`config.mk`:
```
export PLATFORM = sky130hd
export DESIGN_NAME = int2fp_conv
export DESIGN_NICKNAME = d
export VERILOG_FILES = /design/src/rtl/int2fp_pkg.sv /design/src/rtl/int2fp_decode.sv /design/src/rtl/int2fp_lane.sv /design/src/rtl/int2fp_norm.sv /design/src/rtl/int2fp_round.sv /design/src/rtl/int2fp_conv.sv
export SDC_FILE = /design/constraint.sdc
export NUM_CORES = 1
export LEC_CHECK = 0
export ABC_AREA = 1
export BUFFER_PORTS_ARGS = -buffer_cell sky130_fd_sc_hd__clkbuf_2
export CELL_PAD_IN_SITES_DETAIL_PLACEMENT = 1
export CELL_PAD_IN_SITES_GLOBAL_PLACEMENT = 2
export CORE_MARGIN = 2
export CORE_UTILIZATION = 32
export CTS_CLUSTER_DIAMETER = 40
export DETAILED_ROUTE_END_ITERATION = 12
export GPL_TIMING_DRIVEN = 1
export PLACE_DENSITY = 0.87
export SYNTH_ARGS = -nofsm -noshare
export SYNTH_HDL_FRONTEND = slang
export SYNTH_SLANG_ARGS = --single-unit
```
`constraint.sdc`:
```
create_clock -name clk_i -period 1.32 [get_ports clk_i]
set_input_delay 0.066 -clock clk_i [delete_from_list [all_inputs] [get_ports clk_i]]
set_output_delay 0.066 -clock clk_i [all_outputs]
set_load 0.05 [all_outputs]
```
`src/rtl/int2fp_pkg.sv`:
```
package int2fp_pkg;

  localparam int unsigned OPND_W = 64;

  // instruction field positions; fixed by the encoding
  localparam int unsigned DST_LSB  = 8;
  localparam int unsigned SRC_LSB  = 10;
  localparam int unsigned SGN_BIT  = 13;
  localparam int unsigned RND_LSB  = 39;
  localparam int unsigned LANE_LSB = 41;
  localparam int unsigned NEG_BIT  = 45;
  localparam int unsigned CC_BIT   = 47;
  localparam int unsigned ABS_BIT  = 49;

  typedef enum logic [1:0] {
    DST_BAD    = 2'd0,
    DST_HALF   = 2'd1,
    DST_SINGLE = 2'd2,
    DST_DOUBLE = 2'd3
  } dst_fmt_e;

  typedef enum logic [1:0] {
    SRC_B8  = 2'd0,
    SRC_B16 = 2'd1,
    SRC_B32 = 2'd2,
    SRC_B64 = 2'd3
  } src_fmt_e;

  typedef enum logic [1:0] {
    RND_NEAR_EVEN = 2'd0,
    RND_DOWN      = 2'd1,
    RND_UP        = 2'd2,
    RND_ZERO      = 2'd3
  } rnd_mode_e;

  typedef struct packed {
    dst_fmt_e  dst;
    src_fmt_e  src;
    logic      is_signed;
    logic      do_abs;
    logic      do_neg;
    logic [1:0] lane;
    rnd_mode_e rnd;
  } ctrl_t;

  function automatic logic [5:0] lead_one(input logic [OPND_W-1:0] v);
    logic [5:0] p;
    p = '0;
    for (int i = 0; i < int'(OPND_W); i++) begin
      if (v[i]) p = 6'(i);
    end
    return p;
  endfunction

endpackage

```
`src/rtl/int2fp_decode.sv`:
```
module int2fp_decode
  import int2fp_pkg::*;
(
  input  logic [OPND_W-1:0] insn_i,
  output ctrl_t             ctrl_o,
  output logic              illegal_o
);

  logic cc_wr;
  logic unused_insn;

  assign unused_insn = ^{insn_i[7:0], insn_i[12], insn_i[38:14], insn_i[44:43],
                         insn_i[46], insn_i[48], insn_i[63:50]};

  always_comb begin
    ctrl_o.dst       = dst_fmt_e'(insn_i[DST_LSB +: 2]);
    ctrl_o.src       = src_fmt_e'(insn_i[SRC_LSB +: 2]);
    ctrl_o.is_signed = insn_i[SGN_BIT];
    ctrl_o.do_abs    = insn_i[ABS_BIT];
    ctrl_o.do_neg    = insn_i[NEG_BIT];
    ctrl_o.lane      = insn_i[LANE_LSB +: 2];
    ctrl_o.rnd       = rnd_mode_e'(insn_i[RND_LSB +: 2]);
    cc_wr            = insn_i[CC_BIT];
  end

  always_comb begin
    illegal_o = 1'b0;
    if (ctrl_o.dst == DST_BAD) illegal_o = 1'b1;
    if (cc_wr) illegal_o = 1'b1;
    if (ctrl_o.src == SRC_B16 && ctrl_o.lane[0]) illegal_o = 1'b1;
    if ((ctrl_o.src == SRC_B32 || ctrl_o.src == SRC_B64) && ctrl_o.lane != 2'd0)
      illegal_o = 1'b1;
  end

endmodule

```
`src/rtl/int2fp_lane.sv`:
```
module int2fp_lane
  import int2fp_pkg::*;
(
  input  src_fmt_e          src_fmt_i,
  input  logic [1:0]        lane_i,
  input  logic              signed_i,
  input  logic              abs_i,
  input  logic              neg_i,
  input  logic [OPND_W-1:0] opnd_i,
  output logic              sign_o,
  output logic [OPND_W-1:0] mag_o
);

  logic [31:0]       shifted;
  logic [OPND_W-1:0] ext;
  logic              msb;
  logic              is_min;
  logic              keep_neg;
  logic              neg_eff;

  assign shifted = opnd_i[31:0] >> {lane_i, 3'b000};

  always_comb begin
    unique case (src_fmt_i)
      SRC_B8: begin
        msb    = signed_i & shifted[7];
        ext    = {{(OPND_W-8){msb}}, shifted[7:0]};
        is_min = signed_i && shifted[7:0] == 8'h80;
      end
      SRC_B16: begin
        msb    = signed_i & shifted[15];
        ext    = {{(OPND_W-16){msb}}, shifted[15:0]};
        is_min = signed_i && shifted[15:0] == 16'h8000;
      end
      SRC_B32: begin
        msb    = signed_i & opnd_i[31];
        ext    = {{(OPND_W-32){msb}}, opnd_i[31:0]};
        is_min = signed_i && opnd_i[31:0] == 32'h8000_0000;
      end
      default: begin
        msb    = signed_i & opnd_i[OPND_W-1];
        ext    = opnd_i;
        is_min = signed_i && opnd_i == {1'b1, {(OPND_W-1){1'b0}}};
      end
    endcase
  end

  // two's complement magnitude; the width minimum maps onto itself
  assign mag_o    = msb ? (~ext + 64'd1) : ext;
  assign keep_neg = msb & ~(abs_i & ~is_min);
  assign neg_eff  = neg_i & (abs_i | ~signed_i | ~is_min);
  assign sign_o   = keep_neg ^ neg_eff;

endmodule

```
`src/rtl/int2fp_norm.sv`:
```
module int2fp_norm
  import int2fp_pkg::*;
(
  input  logic [OPND_W-1:0] mag_i,
  output logic [OPND_W-1:0] norm_o,
  output logic [5:0]        msb_pos_o,
  output logic              zero_o
);

  assign msb_pos_o = lead_one(mag_i);
  assign norm_o    = mag_i << (6'd63 - msb_pos_o);
  assign zero_o    = (mag_i == '0);

endmodule

```
`src/rtl/int2fp_round.sv`:
```
module int2fp_round
  import int2fp_pkg::*;
#(
  parameter int unsigned EXP_W  = 8,
  parameter int unsigned MANT_W = 23
) (
  input  logic [OPND_W-1:0]       norm_i,
  input  logic [5:0]              msb_pos_i,
  input  logic                    zero_i,
  input  logic                    sign_i,
  input  rnd_mode_e               rnd_i,
  output logic [EXP_W+MANT_W:0]   bits_o
);

  localparam int unsigned BIAS = (1 << (EXP_W - 1)) - 1;
  localparam int unsigned KW   = MANT_W + 2;

  logic [KW-1:0]     kept;
  logic [KW-1:0]     sum;
  logic              guard;
  logic              sticky;
  logic              inc;
  logic              carry;
  logic              ovf;
  logic              to_inf;
  logic [MANT_W-1:0] frac;
  logic [12:0]       e_unb;
  logic [12:0]       e_bias;

  assign kept   = {1'b0, norm_i[OPND_W-1 -: MANT_W+1]};
  assign guard  = norm_i[OPND_W-2-MANT_W];
  assign sticky = |norm_i[OPND_W-3-MANT_W:0];

  always_comb begin
    unique case (rnd_i)
      RND_NEAR_EVEN: inc = guard & (sticky | kept[0]);
      RND_DOWN:      inc = sign_i & (guard | sticky);
      RND_UP:        inc = ~sign_i & (guard | sticky);
      default:       inc = 1'b0;
    endcase
  end

  assign sum    = kept + KW'(inc);
  assign carry  = sum[KW-1];
  assign frac   = carry ? '0 : sum[MANT_W-1:0];
  assign e_unb  = 13'(msb_pos_i) + 13'(carry);
  assign e_bias = e_unb + 13'(BIAS);
  assign ovf    = e_unb > 13'(BIAS);
  assign to_inf = (rnd_i == RND_NEAR_EVEN) | (rnd_i == RND_UP & ~sign_i) |
                  (rnd_i == RND_DOWN & sign_i);

  always_comb begin
    if (zero_i) begin
      bits_o = {sign_i, {(EXP_W+MANT_W){1'b0}}};
    end else if (ovf && to_inf) begin
      bits_o = {sign_i, {EXP_W{1'b1}}, {MANT_W{1'b0}}};
    end else if (ovf) begin
      bits_o = {sign_i, {(EXP_W-1){1'b1}}, 1'b0, {MANT_W{1'b1}}};
    end else begin
      bits_o = {sign_i, e_bias[EXP_W-1:0], frac};
    end
  end

endmodule

```
`src/rtl/int2fp_conv.sv`:
```
module int2fp_conv
  import int2fp_pkg::*;
#(
  parameter int unsigned HALF_EXP_W = 5,
  parameter int unsigned HALF_MAN_W = 10,
  parameter int unsigned SGL_EXP_W  = 8,
  parameter int unsigned SGL_MAN_W  = 23,
  parameter int unsigned DBL_EXP_W  = 11,
  parameter int unsigned DBL_MAN_W  = 52
) (
  input  logic        clk_i,
  input  logic        rst_ni,
  input  logic        valid_i,
  input  logic [63:0] insn_i,
  input  logic [63:0] src_i,
  output logic        valid_o,
  output logic [63:0] result_o,
  output logic        illegal_o
);

  localparam int unsigned N_FMT = 3;

  ctrl_t             ctrl;
  logic              illegal;
  logic              sign;
  logic [OPND_W-1:0] mag;
  logic [OPND_W-1:0] norm;
  logic [5:0]        msb_pos;
  logic              zero;
  logic [OPND_W-1:0] fmt_res [N_FMT];
  logic [OPND_W-1:0] conv;

  logic              valid_q;
  logic              ill_q;
  logic [OPND_W-1:0] res_q;

  int2fp_decode u_decode (
    .insn_i    (insn_i),
    .ctrl_o    (ctrl),
    .illegal_o (illegal)
  );

  int2fp_lane u_lane (
    .src_fmt_i (ctrl.src),
    .lane_i    (ctrl.lane),
    .signed_i  (ctrl.is_signed),
    .abs_i     (ctrl.do_abs),
    .neg_i     (ctrl.do_neg),
    .opnd_i    (src_i),
    .sign_o    (sign),
    .mag_o     (mag)
  );

  int2fp_norm u_norm (
    .mag_i     (mag),
    .norm_o    (norm),
    .msb_pos_o (msb_pos),
    .zero_o    (zero)
  );

  for (genvar g = 0; g < int'(N_FMT); g++) begin : g_fmt
    localparam int unsigned EW = (g == 0) ? HALF_EXP_W : (g == 1) ? SGL_EXP_W : DBL_EXP_W;
    localparam int unsigned MW = (g == 0) ? HALF_MAN_W : (g == 1) ? SGL_MAN_W : DBL_MAN_W;
    logic [EW+MW:0] bits;

    int2fp_round #(
      .EXP_W  (EW),
      .MANT_W (MW)
    ) u_round (
      .norm_i    (norm),
      .msb_pos_i (msb_pos),
      .zero_i    (zero),
      .sign_i    (sign),
      .rnd_i     (ctrl.rnd),
      .bits_o    (bits)
    );

    assign fmt_res[g] = OPND_W'(bits);
  end

  always_comb begin
    unique case (ctrl.dst)
      DST_HALF:   conv = fmt_res[0];
      DST_SINGLE: conv = fmt_res[1];
      DST_DOUBLE: conv = fmt_res[2];
      default:    conv = '0;
    endcase
    if (illegal) conv = '0;
  end

  always_ff @(posedge clk_i or negedge rst_ni) begin
    if (!rst_ni) begin
      valid_q <= 1'b0;
      ill_q   <= 1'b0;
      res_q   <= '0;
    end else begin
      valid_q <= valid_i;
      if (valid_i) begin
        ill_q <= illegal;
        res_q <= conv;
      end
    end
  end

  assign valid_o   = valid_q;
  assign illegal_o = ill_q;
  assign result_o  = res_q;

endmodule

```
==> impl_metrics.env, run 1 <==
export IMPL_netlist_area_um2=14500
export IMPL_synth_area_leaders="nand2_1, nand3_1, dfrtp_1"
export IMPL_numCtsBuffers=9
export IMPL_seq_area_frac_synth_pct=11.4
export IMPL_ys_ff_latch=66
export IMPL_synth_simple_area_share_pct=58.9
export IMPL_synthMuxAreaShare_pct=0
export IMPL_status="aborted with a tool error"
export IMPL_syn_inst=2757
export IMPL_synth_edff_count=0
export IMPL_cts_buffer_depth=2
export IMPL_yosysUniqueCellTypes=63
export IMPL_outcome_stop_stage="global routing (5_1_grt)"
export IMPL_hpwl_um=72800
export IMPL_cts_num_sinks=66
export IMPL_grt_max_degree=67
export IMPL_die_h_um=217
export IMPL_ctsHtreeMaxLevel=3
export IMPL_start_util_pct=32.6
export IMPL_synth_top_family_by_area="simple AND/OR/NAND/NOR gates"
export IMPL_grt_util_all_layers_pct=72.5
export IMPL_rows=77
export IMPL_stop_error="[ERROR GRT-0232] Routing congestion too high. Check the congestion heatmap in the GUI."
export IMPL_synth_ff_type="dfrtp_1"
export IMPL_synth_fa_ha_area_share_pct=1.73
export IMPL_synth_nets=2908
export IMPL_synth_top_area_share_pct=25.0
export IMPL_io_buffers=144
export IMPL_ys_warnings_count=0
export IMPL_avgSynthCellArea_um2=5.26
export IMPL_dp_cells=4186
export IMPL_synth_async_sr_flop_share_pct=100
export IMPL_synth_compound_area_share_pct=9.37
export IMPL_worstEndpointGrtRepair="result_o[7]$_DFFE_PN0P_/D"
export IMPL_yosysMostFrequentCell="nand2_1"
export IMPL_clockRootBuffer="clkbuf_16"
export IMPL_io_pins=197
export IMPL_die_w_um=217
export IMPL_timing_worst_endpoint_kind="register input"
export IMPL_finalWeightedCongestion=1.16
export IMPL_synth_largest_area_cell="nand2_1"
export IMPL_yosys_area_share_xor_xnor_pct=6.73
export IMPL_ys_top_cells_by_count="nand2_1, nand3_1, inv_1"
export IMPL_grt_overflow=10
-- timing repair --
item / in CTS
hold buffers: 1
cloned: 3
hold endpoints to repair: 66
setup endpoints to repair: 65
pin swaps: 74
buffers inserted: 76
gates resized for setup: 267
-- kinds of logic after synthesis --
logic type	count (synthesis)
compound gates	231
xor+xnor	108
fa+ha+maj	20
buf+inv	405
flops	66
simple gates	1927
-- through the flow --
step / cell area [um^2] / hold slack (ns) / setup slack (ns) / util, %
floorplan: 14900 / -0.230 / -6.40 / -
global placement: 21900 / 0.0965 / -8.05 / 49.4
detailed placement: 21900 / 0.101 / -8.87 / 49.4
CTS: 24100 / 0.0256 / -7.71 / 54.3
-- routing by layer --
layer / GRT overflow / global-route usage [%]
met5: 0 / 37.4
met4: 7 / 71.6
met3: 0 / 58.7
met2: 3 / 89.1
met1: 0 / 70.9
==> inputs of run 2 (changes only) <==
- CELL_PAD_IN_SITES_DETAIL_PLACEMENT: 1 -> not set
- CELL_PAD_IN_SITES_GLOBAL_PLACEMENT: 2 -> not set
- CORE_UTILIZATION: 32 -> 30
- CTS_CLUSTER_DIAMETER: 40 -> not set
- PLACE_DENSITY: 0.87 -> not set
- PLACE_DENSITY_LB_ADDON: not set -> 0.15
==> impl_metrics.env, run 2 <==
export IMPL_tightest_slew_ns=0.561
export IMPL_p_comb_share_pct=88.3
export IMPL_ys_warnings_count=0
export IMPL_fin_nets=3978
export IMPL_antenna_found_initial=0
export IMPL_worstHoldStart="insn_i[9]"
export IMPL_tns_ns=-466.09
export IMPL_drc=0
export IMPL_io_pins=197
export IMPL_power_per_cell_area_nw_per_um2=1550
export IMPL_ys_top_cells_by_count="nand2_1, nand3_1, inv_1"
export IMPL_slew_violations=0
export IMPL_drive_gt1_share_pct=48.6
export IMPL_r2r_slack_ns=0.48
export IMPL_cp_arrival_ns=9.28
export IMPL_grt_util_all_layers_pct=35.0
export IMPL_grt_overflow=0
export IMPL_synth_edff_count=0
export IMPL_wire_per_inst_um=20.5
export IMPL_ys_ff_latch=66
export IMPL_dieArea_um2=50100
export IMPL_layout_common_cells="buf_4, nand2_1, nand3_1"
export IMPL_wirelength_um=91000
export IMPL_rsz0062_at_grt="true"
export IMPL_grt_max_degree=67
export IMPL_clk_latency_ns=0.36
export IMPL_seq_area_frac_synth_pct=11.4
export IMPL_clockRootBuffer="clkbuf_16"
export IMPL_synth_ff_type="dfrtp_1"
export IMPL_peakVddDrop_mv=0.693
export IMPL_busiest_layer="met2"
export IMPL_dp_cells=4235
export IMPL_rows=80
export IMPL_io_buffers=144
export IMPL_layoutNonFillerInstCount=4447
export IMPL_use_met2_pct=61.7
export IMPL_die_w_um=224
export IMPL_clkPwrFrac_pct=6.4
export IMPL_path_max_fanout=7
export IMPL_syn_inst=2757
export IMPL_cts_tree="yes"
export IMPL_p_int_mw=19.9
export IMPL_finClkSkew_ns=0
export IMPL_critPathLaunch="insn_i[42]"
export IMPL_cp_start_kind="input port"
export IMPL_area_delta_synth_final_pct=88.7
export IMPL_synth_area_leaders="nand2_1, nand3_1, dfrtp_1"
export IMPL_p_sw_mw=22.6
export IMPL_ctsHtreeMaxLevel=3
export IMPL_met1_usage_pct=42.1
export IMPL_r2r_start="result_o[31]$_DFFE_PN0P_"
export IMPL_numCtsBuffers=9
export IMPL_cp_end_kind="flop"
export IMPL_viasPerCell=5.19
export IMPL_vias=23100
export IMPL_grt_pass1_wl_um=133000
export IMPL_cap_viol_max_count=0
export IMPL_fp_coreArea_um2=47700
export IMPL_fin_ws_ns=-7.73
export IMPL_switching_share_pct=53.2
export IMPL_period_share_pct=685
export IMPL_cp_common_cell="buf_4"
export IMPL_hold_path_class="in -> reg"
export IMPL_fmax_ghz=0.111
export IMPL_yosysUniqueCellTypes=63
export IMPL_netlist_area_um2=14500
export IMPL_grt_met3_usage_pct=5.34
export IMPL_synth_nets=2908
export IMPL_hpwl_um=73000
export IMPL_synth_top_area_share_pct=25.0
export IMPL_firstDrtPassIters=7
export IMPL_layout_commonest_cell="buf_4"
export IMPL_cts_num_sinks=66
export IMPL_finalSetupViolations=64
export IMPL_grt_pass1_vias=22500
export IMPL_p_leak_nw=14.3
export IMPL_cp_required_ns=1.55
export IMPL_hold_violations=0
export IMPL_nFillCells=4865
export IMPL_cts_buffer_depth=2
export IMPL_die_h_um=224
export IMPL_path_clk_slew_ns=0.06
export IMPL_drt_iter0_drc=1976
export IMPL_largest_reg_flops=64
export IMPL_slowest_delay_ns=0.20
export IMPL_synth_async_sr_flop_share_pct=100
export IMPL_relSlewSlack_pct=62.3
export IMPL_period_needed_ns=9.05
export IMPL_ant_nets=0
export IMPL_violations="negative setup slack"
export IMPL_critPathKind="in -> reg"
export IMPL_crit_path_top_delay_cell="nand4_1"
export IMPL_power_mw=42.4
export IMPL_avgSynthCellArea_um2=5.26
export IMPL_status="complete, but fails checks"
export IMPL_yosysMostFrequentCell="nand2_1"
export IMPL_diodes=0
export IMPL_finalWeightedCongestion=1.04
export IMPL_power_share_sequential_pct=5.3
export IMPL_start_util_pct=30.4
export IMPL_whs_ns=0.120
export IMPL_synth_largest_area_cell="nand2_1"
run 2: cell counts after synthesis:
No cell type changed its count.
run 2: per-stage QoR:
step | util [%] | setup slack [ns] | area [um^2]
global placement | 46.5 | -8.62 | 22200
floorplan | - | -6.40 | 14900
finish | 57.3 | -7.73 | 27400
global route | 57.3 | -8.39 | 27400
CTS | 52.7 | -7.49 | 25200
detailed placement | 46.5 | -8.76 | 22200
run 2: cell families (layout without fill, tap and decap cells):
family | count (synthesis) | count (layout) | synth area share [%]
AND/OR/NAND/NOR | 1927 | 1927 | 58.9
buffers and inverters | 405 | 1480 | 11.8
AO/OA/AOI/OAI | 231 | 231 | 9.37
XOR/XNOR | 108 | 108 | 6.73
flip-flops | 66 | 66 | 11.4
adder cells (fa/ha/maj) | 20 | 20 | 1.73
run 2: repair_timing:
item / 4_1_cts / 5_1_grt
setup endpoints to repair: 65 / 65
setup buffers: 125 / 58
hold endpoints to repair: 67 / 0
pin swaps: 94 / 147
hold buffers: 2 / 0
cloned: 14 / 6
gates resized for setup: 316 / 411
run 2: final cells by class:
class	instances	area (um^2)	share of cell area, %
inverter	293	1220	4.48
clock inverter	7	101	0.371
sequential	66	1650	6.04
clock buffer	9	225	0.823
multi-input combinational	2286	14000	51.2
timing repair buffer	1169	9360	34.2
timing repair inverter	2	15.0	0.0549
tap	615	769	2.81
run 2: path summary, 6_finish.rpt:
path                                       endpoint  depth (start not counted)
setup / recovery           result_o[58]$_DFFE_PN0P_                         74
hold / removal             result_o[63]$_DFFE_PN0P_                          4
setup reg to reg           result_o[31]$_DFFE_PN0P_                          2
hold reg to reg             result_o[3]$_DFFE_PN0P_                          2
max in group asynchronous  result_o[35]$_DFFE_PN0P_                          3
min in group asynchronous  result_o[25]$_DFFE_PN0P_                          3
run 2: worst max-delay path: cells and delay by family:
kind	cells	cell delay [ns]
compound gates	5	0.66
xor+xnor	1	0.18
fa+ha+maj	2	0.34
buf+inv	46	5.65
simple gates	20	2.32
run 2: power by group through the flow:
stage / Sequential, mW / Combinational (mW) / Clock [mW]
6_report: 2.25 / 37.5 / 2.73
5_1_grt: 2.26 / 39.9 / 2.83
4_1_cts: 2.25 / 33.6 / 2.79
3_5_place_dp: 2.28 / 29.8 / 0
3_3_place_gp: 2.28 / 29.8 / 0
2_1_floorplan: 2.77 / 13.6 / 0
run 2: metal layers:
layer,part of all wire [%],vias to the layer above,routed length (um)
met3,6.4,209,5820
met4,5.3,0,4810
met2,48,815,43900
li1,-,11200,-
met1,40,10900,36400
met5,0,-,0
(Power assumes the default switching activity.)
